--- config.mk ---
export PLATFORM = sky130hd
export DESIGN_NAME = scan_linker
export DESIGN_NICKNAME = d
export VERILOG_FILES = /design/src/rtl/slk_pkg.sv /design/src/rtl/slk_tap_fsm.sv /design/src/rtl/slk_cmd_reg.sv /design/src/rtl/slk_port_mux.sv /design/src/rtl/scan_linker.sv
export SDC_FILE = /design/constraint.sdc
export NUM_CORES = 1
export LEC_CHECK = 0
export BUFFER_PORTS_ARGS = -buffer_cell sky130_fd_sc_hd__buf_2
export CAP_MARGIN = 20
export CORE_MARGIN = 10
export CORE_UTILIZATION = 56
export CTS_CLUSTER_DIAMETER = 200
export DETAILED_ROUTE_END_ITERATION = 6
export GPL_ROUTABILITY_DRIVEN = 0
export GPL_TIMING_DRIVEN = 0
export PLACE_DENSITY = 0.82
export SYNTH_ARGS = -nofsm -noshare
export SYNTH_HDL_FRONTEND = slang
export SYNTH_HIERARCHICAL = 1
export SYNTH_SLANG_ARGS = --single-unit
--- constraint.sdc ---
create_clock -name bp_tck -period 2.7 [get_ports bp_tck]
set_clock_uncertainty 0.15 [all_clocks]
set_input_delay 0.135 -clock bp_tck [delete_from_list [all_inputs] [get_ports bp_tck]]
set_output_delay 0.135 -clock bp_tck [all_outputs]
set_load 0.005 [all_outputs]
--- src/rtl/slk_pkg.sv ---
package slk_pkg;

    typedef enum logic [3:0] {
        TAP_RESET,
        TAP_IDLE,
        TAP_SEL_DR,
        TAP_CAP_DR,
        TAP_SH_DR,
        TAP_EX1_DR,
        TAP_PAUSE_DR,
        TAP_EX2_DR,
        TAP_UPD_DR,
        TAP_SEL_IR,
        TAP_CAP_IR,
        TAP_SH_IR,
        TAP_EX1_IR,
        TAP_PAUSE_IR,
        TAP_EX2_IR,
        TAP_UPD_IR
    } tap_state_t;

    localparam int OP_W = 2;
    localparam logic [OP_W-1:0] OP_SELECT = 2'b01;
    localparam logic [OP_W-1:0] OP_LINK   = 2'b10;

endpackage

--- src/rtl/slk_tap_fsm.sv ---
module slk_tap_fsm
    import slk_pkg::*;
(
    input  logic       tck,
    input  logic       trst_n,
    input  logic       tms,
    output tap_state_t state,
    output logic       in_reset,
    output logic       cap_ir,
    output logic       sh_ir,
    output logic       upd_ir,
    output logic       cap_dr,
    output logic       sh_dr
);

    tap_state_t state_nx;

    // next-state selection
    always_comb begin
        state_nx = state;
        unique case (state)
            TAP_RESET:    state_nx = tms ? TAP_RESET    : TAP_IDLE;
            TAP_IDLE:     state_nx = tms ? TAP_SEL_DR   : TAP_IDLE;
            TAP_SEL_DR:   state_nx = tms ? TAP_SEL_IR   : TAP_CAP_DR;
            TAP_CAP_DR:   state_nx = tms ? TAP_EX1_DR   : TAP_SH_DR;
            TAP_SH_DR:    state_nx = tms ? TAP_EX1_DR   : TAP_SH_DR;
            TAP_EX1_DR:   state_nx = tms ? TAP_UPD_DR   : TAP_PAUSE_DR;
            TAP_PAUSE_DR: state_nx = tms ? TAP_EX2_DR   : TAP_PAUSE_DR;
            TAP_EX2_DR:   state_nx = tms ? TAP_UPD_DR   : TAP_SH_DR;
            TAP_UPD_DR:   state_nx = tms ? TAP_SEL_DR   : TAP_IDLE;
            TAP_SEL_IR:   state_nx = tms ? TAP_RESET    : TAP_CAP_IR;
            TAP_CAP_IR:   state_nx = tms ? TAP_EX1_IR   : TAP_SH_IR;
            TAP_SH_IR:    state_nx = tms ? TAP_EX1_IR   : TAP_SH_IR;
            TAP_EX1_IR:   state_nx = tms ? TAP_UPD_IR   : TAP_PAUSE_IR;
            TAP_PAUSE_IR: state_nx = tms ? TAP_EX2_IR   : TAP_PAUSE_IR;
            TAP_EX2_IR:   state_nx = tms ? TAP_UPD_IR   : TAP_SH_IR;
            TAP_UPD_IR:   state_nx = tms ? TAP_SEL_DR   : TAP_IDLE;
            default:      state_nx = TAP_RESET;
        endcase
    end

    // state register
    always_ff @(posedge tck or negedge trst_n) begin
        if (!trst_n) begin
            state <= TAP_RESET;
        end else begin
            state <= state_nx;
        end
    end

    // state decode outputs
    always_comb begin
        in_reset = 1'b0;
        cap_ir   = 1'b0;
        sh_ir    = 1'b0;
        upd_ir   = 1'b0;
        cap_dr   = 1'b0;
        sh_dr    = 1'b0;
        unique case (state)
            TAP_RESET:  in_reset = 1'b1;
            TAP_CAP_IR: cap_ir   = 1'b1;
            TAP_SH_IR:  sh_ir    = 1'b1;
            TAP_UPD_IR: upd_ir   = 1'b1;
            TAP_CAP_DR: cap_dr   = 1'b1;
            TAP_SH_DR:  sh_dr    = 1'b1;
            default: ;
        endcase
    end

endmodule

--- src/rtl/slk_cmd_reg.sv ---
module slk_cmd_reg
    import slk_pkg::*;
#(
    parameter int IR_W      = 8,
    parameter int ADDR_W    = 6,
    parameter int NUM_PORTS = 4
) (
    input  logic                 tck,
    input  logic                 trst_n,
    input  logic                 tdi,
    input  logic                 in_reset,
    input  logic                 cap_ir,
    input  logic                 sh_ir,
    input  logic                 upd_ir,
    input  logic                 cap_dr,
    input  logic                 sh_dr,
    input  logic [ADDR_W-1:0]    slot_id,
    input  logic                 cpu_req,
    output logic                 sel_q,
    output logic [NUM_PORTS-1:0] mask_q,
    output logic                 gnt_q,
    output logic                 own_tdo
);

    localparam logic [IR_W-1:0]   IR_CAPTURE = {{(IR_W-1){1'b0}}, 1'b1};
    localparam logic [ADDR_W-1:0] ADDR_NONE  = {ADDR_W{1'b1}};

    logic [IR_W-1:0]      ir_sh;
    logic                 byp_q;
    logic [OP_W-1:0]      ir_op;
    logic [ADDR_W-1:0]    ir_addr;
    logic [NUM_PORTS-1:0] ir_mask;
    logic                 linked;

    assign ir_op   = ir_sh[IR_W-1 -: OP_W];
    assign ir_addr = ir_sh[ADDR_W-1:0];
    assign ir_mask = ir_sh[NUM_PORTS-1:0];
    assign linked  = |mask_q;

    // instruction and bypass shift paths
    always_ff @(posedge tck or negedge trst_n) begin
        if (!trst_n) begin
            ir_sh <= '0;
            byp_q <= 1'b0;
        end else begin
            if (cap_ir) begin
                ir_sh <= IR_CAPTURE;
            end else if (sh_ir) begin
                ir_sh <= {tdi, ir_sh[IR_W-1:1]};
            end
            if (cap_dr) begin
                byp_q <= 1'b0;
            end else if (sh_dr) begin
                byp_q <= tdi;
            end
        end
    end

    // selection, link mask and on-board master grant
    always_ff @(posedge tck or negedge trst_n) begin
        if (!trst_n) begin
            sel_q  <= 1'b0;
            mask_q <= '0;
            gnt_q  <= 1'b0;
        end else begin
            gnt_q <= cpu_req & (gnt_q | ~sel_q);
            if (in_reset) begin
                sel_q  <= 1'b0;
                mask_q <= '0;
            end else if (upd_ir && !linked) begin
                unique case (ir_op)
                    OP_SELECT: begin
                        if (!gnt_q && !cpu_req) begin
                            sel_q <= (ir_addr == slot_id) && (ir_addr != ADDR_NONE);
                        end
                    end
                    OP_LINK: begin
                        if (sel_q) begin
                            mask_q <= ir_mask;
                        end
                    end
                    default: ;
                endcase
            end
        end
    end

    // own serial output, changed on the falling edge
    always_ff @(negedge tck or negedge trst_n) begin
        if (!trst_n) begin
            own_tdo <= 1'b0;
        end else if (sh_ir) begin
            own_tdo <= ir_sh[0];
        end else if (sh_dr) begin
            own_tdo <= byp_q;
        end
    end

endmodule

--- src/rtl/slk_port_mux.sv ---
module slk_port_mux #(
    parameter int NUM_PORTS = 4
) (
    input  logic                 bp_tck,
    input  logic                 bp_tms,
    input  logic                 bp_tdi,
    input  logic                 cpu_tck,
    input  logic                 cpu_tms,
    input  logic                 cpu_tdi,
    input  logic                 gnt,
    input  logic [NUM_PORTS-1:0] mask,
    input  logic [NUM_PORTS-1:0] loc_tdo,
    output logic [NUM_PORTS-1:0] loc_tck,
    output logic [NUM_PORTS-1:0] loc_tms,
    output logic [NUM_PORTS-1:0] loc_tdi,
    output logic [NUM_PORTS-1:0] loc_oe,
    output logic                 chain_tdo,
    output logic                 cpu_tdo
);

    // bp_link[i]: serial data entering position i of the backplane chain
    logic [NUM_PORTS:0] bp_link;
    // cpu_link[i]: serial data entering port i of the on-board chain
    logic [NUM_PORTS:0] cpu_link;

    assign bp_link[0]  = bp_tdi;
    assign cpu_link[0] = cpu_tdi;

    for (genvar g = 0; g < NUM_PORTS; g++) begin : g_port
        assign bp_link[g+1]  = mask[g] ? loc_tdo[g] : bp_link[g];
        assign cpu_link[g+1] = loc_tdo[g];

        assign loc_tck[g] = gnt ? cpu_tck     : (mask[g] ? bp_tck     : 1'b0);
        assign loc_tms[g] = gnt ? cpu_tms     : (mask[g] ? bp_tms     : 1'b1);
        assign loc_tdi[g] = gnt ? cpu_link[g] : (mask[g] ? bp_link[g] : 1'b0);
        assign loc_oe[g]  = gnt | mask[g];
    end

    assign chain_tdo = bp_link[NUM_PORTS];
    assign cpu_tdo   = cpu_link[NUM_PORTS];

endmodule

--- src/rtl/scan_linker.sv ---
module scan_linker
    import slk_pkg::*;
#(
    parameter int IR_W      = 8,
    parameter int ADDR_W    = 6,
    parameter int NUM_PORTS = 4
) (
    input  logic                 bp_trst_n,
    input  logic                 bp_tck,
    input  logic                 bp_tms,
    input  logic                 bp_tdi,
    output logic                 bp_tdo,
    output logic                 bp_tdo_en,
    input  logic [ADDR_W-1:0]    slot_id,
    output logic [NUM_PORTS-1:0] loc_tck,
    output logic [NUM_PORTS-1:0] loc_tms,
    output logic [NUM_PORTS-1:0] loc_tdi,
    input  logic [NUM_PORTS-1:0] loc_tdo,
    output logic [NUM_PORTS-1:0] loc_oe,
    input  logic                 cpu_req,
    output logic                 cpu_gnt,
    input  logic                 cpu_tck,
    input  logic                 cpu_tms,
    input  logic                 cpu_tdi,
    output logic                 cpu_tdo
);

    tap_state_t           tap_state;
    logic                 in_reset;
    logic                 cap_ir;
    logic                 sh_ir;
    logic                 upd_ir;
    logic                 cap_dr;
    logic                 sh_dr;
    logic                 sel_q;
    logic [NUM_PORTS-1:0] mask_q;
    logic                 gnt_q;
    logic                 own_tdo;
    logic                 chain_tdo;

    slk_tap_fsm u_fsm (
        .tck      (bp_tck),
        .trst_n   (bp_trst_n),
        .tms      (bp_tms),
        .state    (tap_state),
        .in_reset (in_reset),
        .cap_ir   (cap_ir),
        .sh_ir    (sh_ir),
        .upd_ir   (upd_ir),
        .cap_dr   (cap_dr),
        .sh_dr    (sh_dr)
    );

    slk_cmd_reg #(
        .IR_W      (IR_W),
        .ADDR_W    (ADDR_W),
        .NUM_PORTS (NUM_PORTS)
    ) u_cmd (
        .tck      (bp_tck),
        .trst_n   (bp_trst_n),
        .tdi      (bp_tdi),
        .in_reset (in_reset),
        .cap_ir   (cap_ir),
        .sh_ir    (sh_ir),
        .upd_ir   (upd_ir),
        .cap_dr   (cap_dr),
        .sh_dr    (sh_dr),
        .slot_id  (slot_id),
        .cpu_req  (cpu_req),
        .sel_q    (sel_q),
        .mask_q   (mask_q),
        .gnt_q    (gnt_q),
        .own_tdo  (own_tdo)
    );

    slk_port_mux #(
        .NUM_PORTS (NUM_PORTS)
    ) u_mux (
        .bp_tck    (bp_tck),
        .bp_tms    (bp_tms),
        .bp_tdi    (bp_tdi),
        .cpu_tck   (cpu_tck),
        .cpu_tms   (cpu_tms),
        .cpu_tdi   (cpu_tdi),
        .gnt       (gnt_q),
        .mask      (mask_q),
        .loc_tdo   (loc_tdo),
        .loc_tck   (loc_tck),
        .loc_tms   (loc_tms),
        .loc_tdi   (loc_tdi),
        .loc_oe    (loc_oe),
        .chain_tdo (chain_tdo),
        .cpu_tdo   (cpu_tdo)
    );

    assign bp_tdo_en = sel_q;
    assign bp_tdo    = !sel_q ? 1'b0 : ((|mask_q) ? chain_tdo : own_tdo);
    assign cpu_gnt   = gnt_q;

endmodule

==> out/metrics.yaml <==
cells_and_area:
  diodes: 0
  final_nets: 231
  final_util_pct: 76.0
  syn_to_final_growth_pct: 31.2
  layout-drive-gt1-share_pct: 38.5
  finalNonFillerCells: 243
  fillCellCount: 171
run:
  maxCapViolCount: 0
die:
  die_h_um: 70.4
  io_pins: 38
  row_count: 18
  initial_core_util_pct: 58.0
  dieArea_um2: 4960
  core-area_um2: 2450
  fp.dieW_um: 70.4
clock_network:
  path_clk_slew_ns: 0.11
  clkLatencyLatePin_ns: 0.42
  cts_tree: "yes"
global_route:
  grt_overflow: 0
  grt_max_degree: 21
  grt_pass1_wl_um: 6070
  track_usage_pct: 15.3
  grt_pass1_vias: 1381
  grt_antenna_before_repair: 0
yosys:
  synth_nets: 172
  synth.cell_area_um2: 1420
  ys_ff_latch: 20
  async_flop_share_pct: 100
  synth_area_leaders: "dfrtp_1 (33%), mux2i_1 (7.0%), a22o_1 (6.2%)"
  ys_types: 44
  ys.flop_type: "dfrtp_1"
  synth.avg_cell_area_um2: 9.24
  synth.yosys.seq_area_share_pct: 35.2
  synth_edf_count: 0
  synth_top_area_share_pct: 33.4
  synth_top_cell_by_area: "dfrtp_1"
  synthCells: 154
  ys.warnings.count: 6
critical_path:
  worstPathCellList: "nand2_1 > mux2i_1 > buf_2"
  endpoint: "bp_tdo"
  worst-setup-path-type: "register to output port"
  critPathCaptureType: "output port"
  r2r_start: "u_fsm/state[0]$_DFF_PN0_"
  required_ns: 2.41
  startpoint: "u_cmd/own_tdo$_DFFE_NN0P_"
  worst_path_max_delay_cell: "dfrtn_1"
  critical_path.max_stage_delay_ns: 0.42
  r2r-end: "u_cmd/own_tdo$_DFFE_NN0P_"
  critPathArrivalTime_ns: 2.51
  r2r_slack_ns: -0.08
  worstRegToRegCells: 5
  path_max_fanout: 2
  startpoint_type: "register"
drt:
  ant_nets: 0
  routed_via_density: 5.82
  wirelength_um: 3800
  vias: 1414
  drc: 0
  dr.first_iter.drc_count: 84
  wl_per_cell_um: 15.6
  firstDrtPassIters: 4
hold_path:
  min_path_type: "input port to async pin"
power:
  ir_worst_vdd_mv: 0.690
  powerDensity_nw_per_um2: 769
  post-layout-total-power_w: 0.00144
  leakage_nw: 0.867
sta:
  slew_headroom_pct: 71.6
  worst_pin_slew_ns: 0.427
  fin_ws_ns: -0.0960
  rsz0062_at_grt: "yes"
  setup_viol: 2
  drv_slew: 0
  hold_violations: 0
placement:
  place_hpwl_um: 2680
  port_buffers: 37
  place.detailed.instances: 221
run_status:
  failed_checks: "setup timing"
  outcome: "finished with violations"
==> worst min-delay path by stage <==
stage                     from                     endpoint  slack (ns)  cells past startpoint
floorplan            bp_trst_n      u_cmd/byp_q$_DFFE_PN0P_       -0.31                      0
CTS                  bp_trst_n  u_cmd/mask_q[2]$_DFFE_PN0P_        0.03                      2
detailed placement   bp_trst_n  u_cmd/mask_q[2]$_DFFE_PN0P_       -0.05                      1
global placement     bp_trst_n        u_cmd/gnt_q$_DFF_PN0_       -0.06                      1
global route        slot_id[4]      u_cmd/sel_q$_DFFE_PN0P_        0.03                      5
finish               bp_trst_n        u_cmd/gnt_q$_DFF_PN0_        0.03                      2
==> layer usage <==
layer  track usage [%]  vias to the layer above  routed length (µm)
met5                 0                        -                   0
met4              11.0                        0                  40
met3              9.32                        6                 359
met2              22.2                       65                1840
met1              16.0                      672                1560
li1                  -                      671                   -
==> layout by cell type, fill, tap and decap left out, types with 3 or more instances in the layout <==
cell           count
buf_2             38
dfrtp_1           17
nand2_1           12
nor2_1            11
mux2i_1           10
a22o_1            10
a21oi_1           10
clkbuf_4           8
buf_4              8
inv_1              7
buf_6              6
dlygate4sd3_1      5
nor2b_1            5
o21ai_0            4
xnor2_1            4
or2_2              4
nor4_2             3
nand3_1            3
o211ai_1           3
o21ai_1            3
nor3_1             3
==> what timing repair did <==
item	CTS	global route
pin swaps	2	1
setup buffers	3	3
resized for setup	5	4
hold endpoints to repair	26	0
setup endpoints to repair	6	2
hold buffers	5	0
==> area by class of cell <==
class / count / area (µm²) / share of cell area, %
Buffer: 10 / 91.3 / 4.89
Inverter: 7 / 26.3 / 1.41
Tap cell: 30 / 37.5 / 2.01
Sequential cell: 20 / 503 / 26.9
Multi-Input combinational cell: 117 / 847 / 45.4
Timing Repair Buffer: 43 / 253 / 13.5
Clock buffer: 16 / 109 / 5.83
==> worst max-delay path: cells and delay by family, from the launching register on <==
kind,cells,cell delay (ns)
simple gates,1,0.05
mux,1,0.13
buf+inv,1,0.14
flops,1,0.42
==> per-stage QoR <==
stage / hold WS [ns] / instance area, µm² / TNS, ns / setup WS [ns]
after global routing: 0.0268 / 1870 / -0.327 / -0.172
after global placement: -0.0587 / 1670 / -0.161 / -0.161
after CTS: 0.0295 / 1840 / -0.240 / -0.125
final: 0.0301 / 1870 / -0.173 / -0.0960
after detailed placement: -0.0528 / 1670 / -0.176 / -0.176
after floorplan: -0.311 / 1450 / -0.0891 / -0.0891
==> cells in the mapped netlist (2+ instances only) <==
| cell | count |
|---|---|
| and3b_1 | 2 |
| nand2b_1 | 3 |
| buf_6 | 3 |
| buf_2 | 2 |
| a21oi_1 | 10 |
| dfrtp_1 | 19 |
| mux2i_1 | 10 |
| o21ai_1 | 2 |
| buf_4 | 4 |
| nor2_1 | 11 |
| o211ai_1 | 3 |
| o21ai_0 | 5 |
| and3_1 | 2 |
| inv_1 | 7 |
| nor2b_1 | 7 |
| nor3_1 | 4 |
| o21ai_2 | 2 |
| nor4_2 | 3 |
| a22o_1 | 10 |
| nand3_1 | 3 |
| nand2_1 | 12 |
| xnor2_1 | 4 |
| or2_2 | 4 |
| nor4b_2 | 2 |
==> flip-flops by register name, summed over array words and instances, names as in the netlist <==
| register | flops |
|---|---|
| u_cmd/ir_sh | 8 |
| u_cmd/gnt_q | 1 |
| u_cmd/byp_q | 1 |
| u_cmd/mask_q | 4 |
| u_cmd/sel_q | 1 |
| u_fsm/state | 4 |
| u_cmd/own_tdo | 1 |
==> cell families (layout without fill, tap and decap cells) <==
group	count (synthesis)	in the layout	synth area share [%]
AND/OR/NAND/NOR	60	60	25.1
AO/OA/AOI/OAI	41	41	21.3
flip-flops	20	20	35.2
buffers and inverters	17	76	7.30
multiplexers	11	11	8.09
XOR/XNOR	5	5	3.08
==> where the power goes <==
part | internal (W) | switching, W
clock network | 0.000183 | 0.000141
logic | 0.000333 | 0.000317
registers | 0.000374 | 0.0000876
Power figures use the tool's default switching activity.
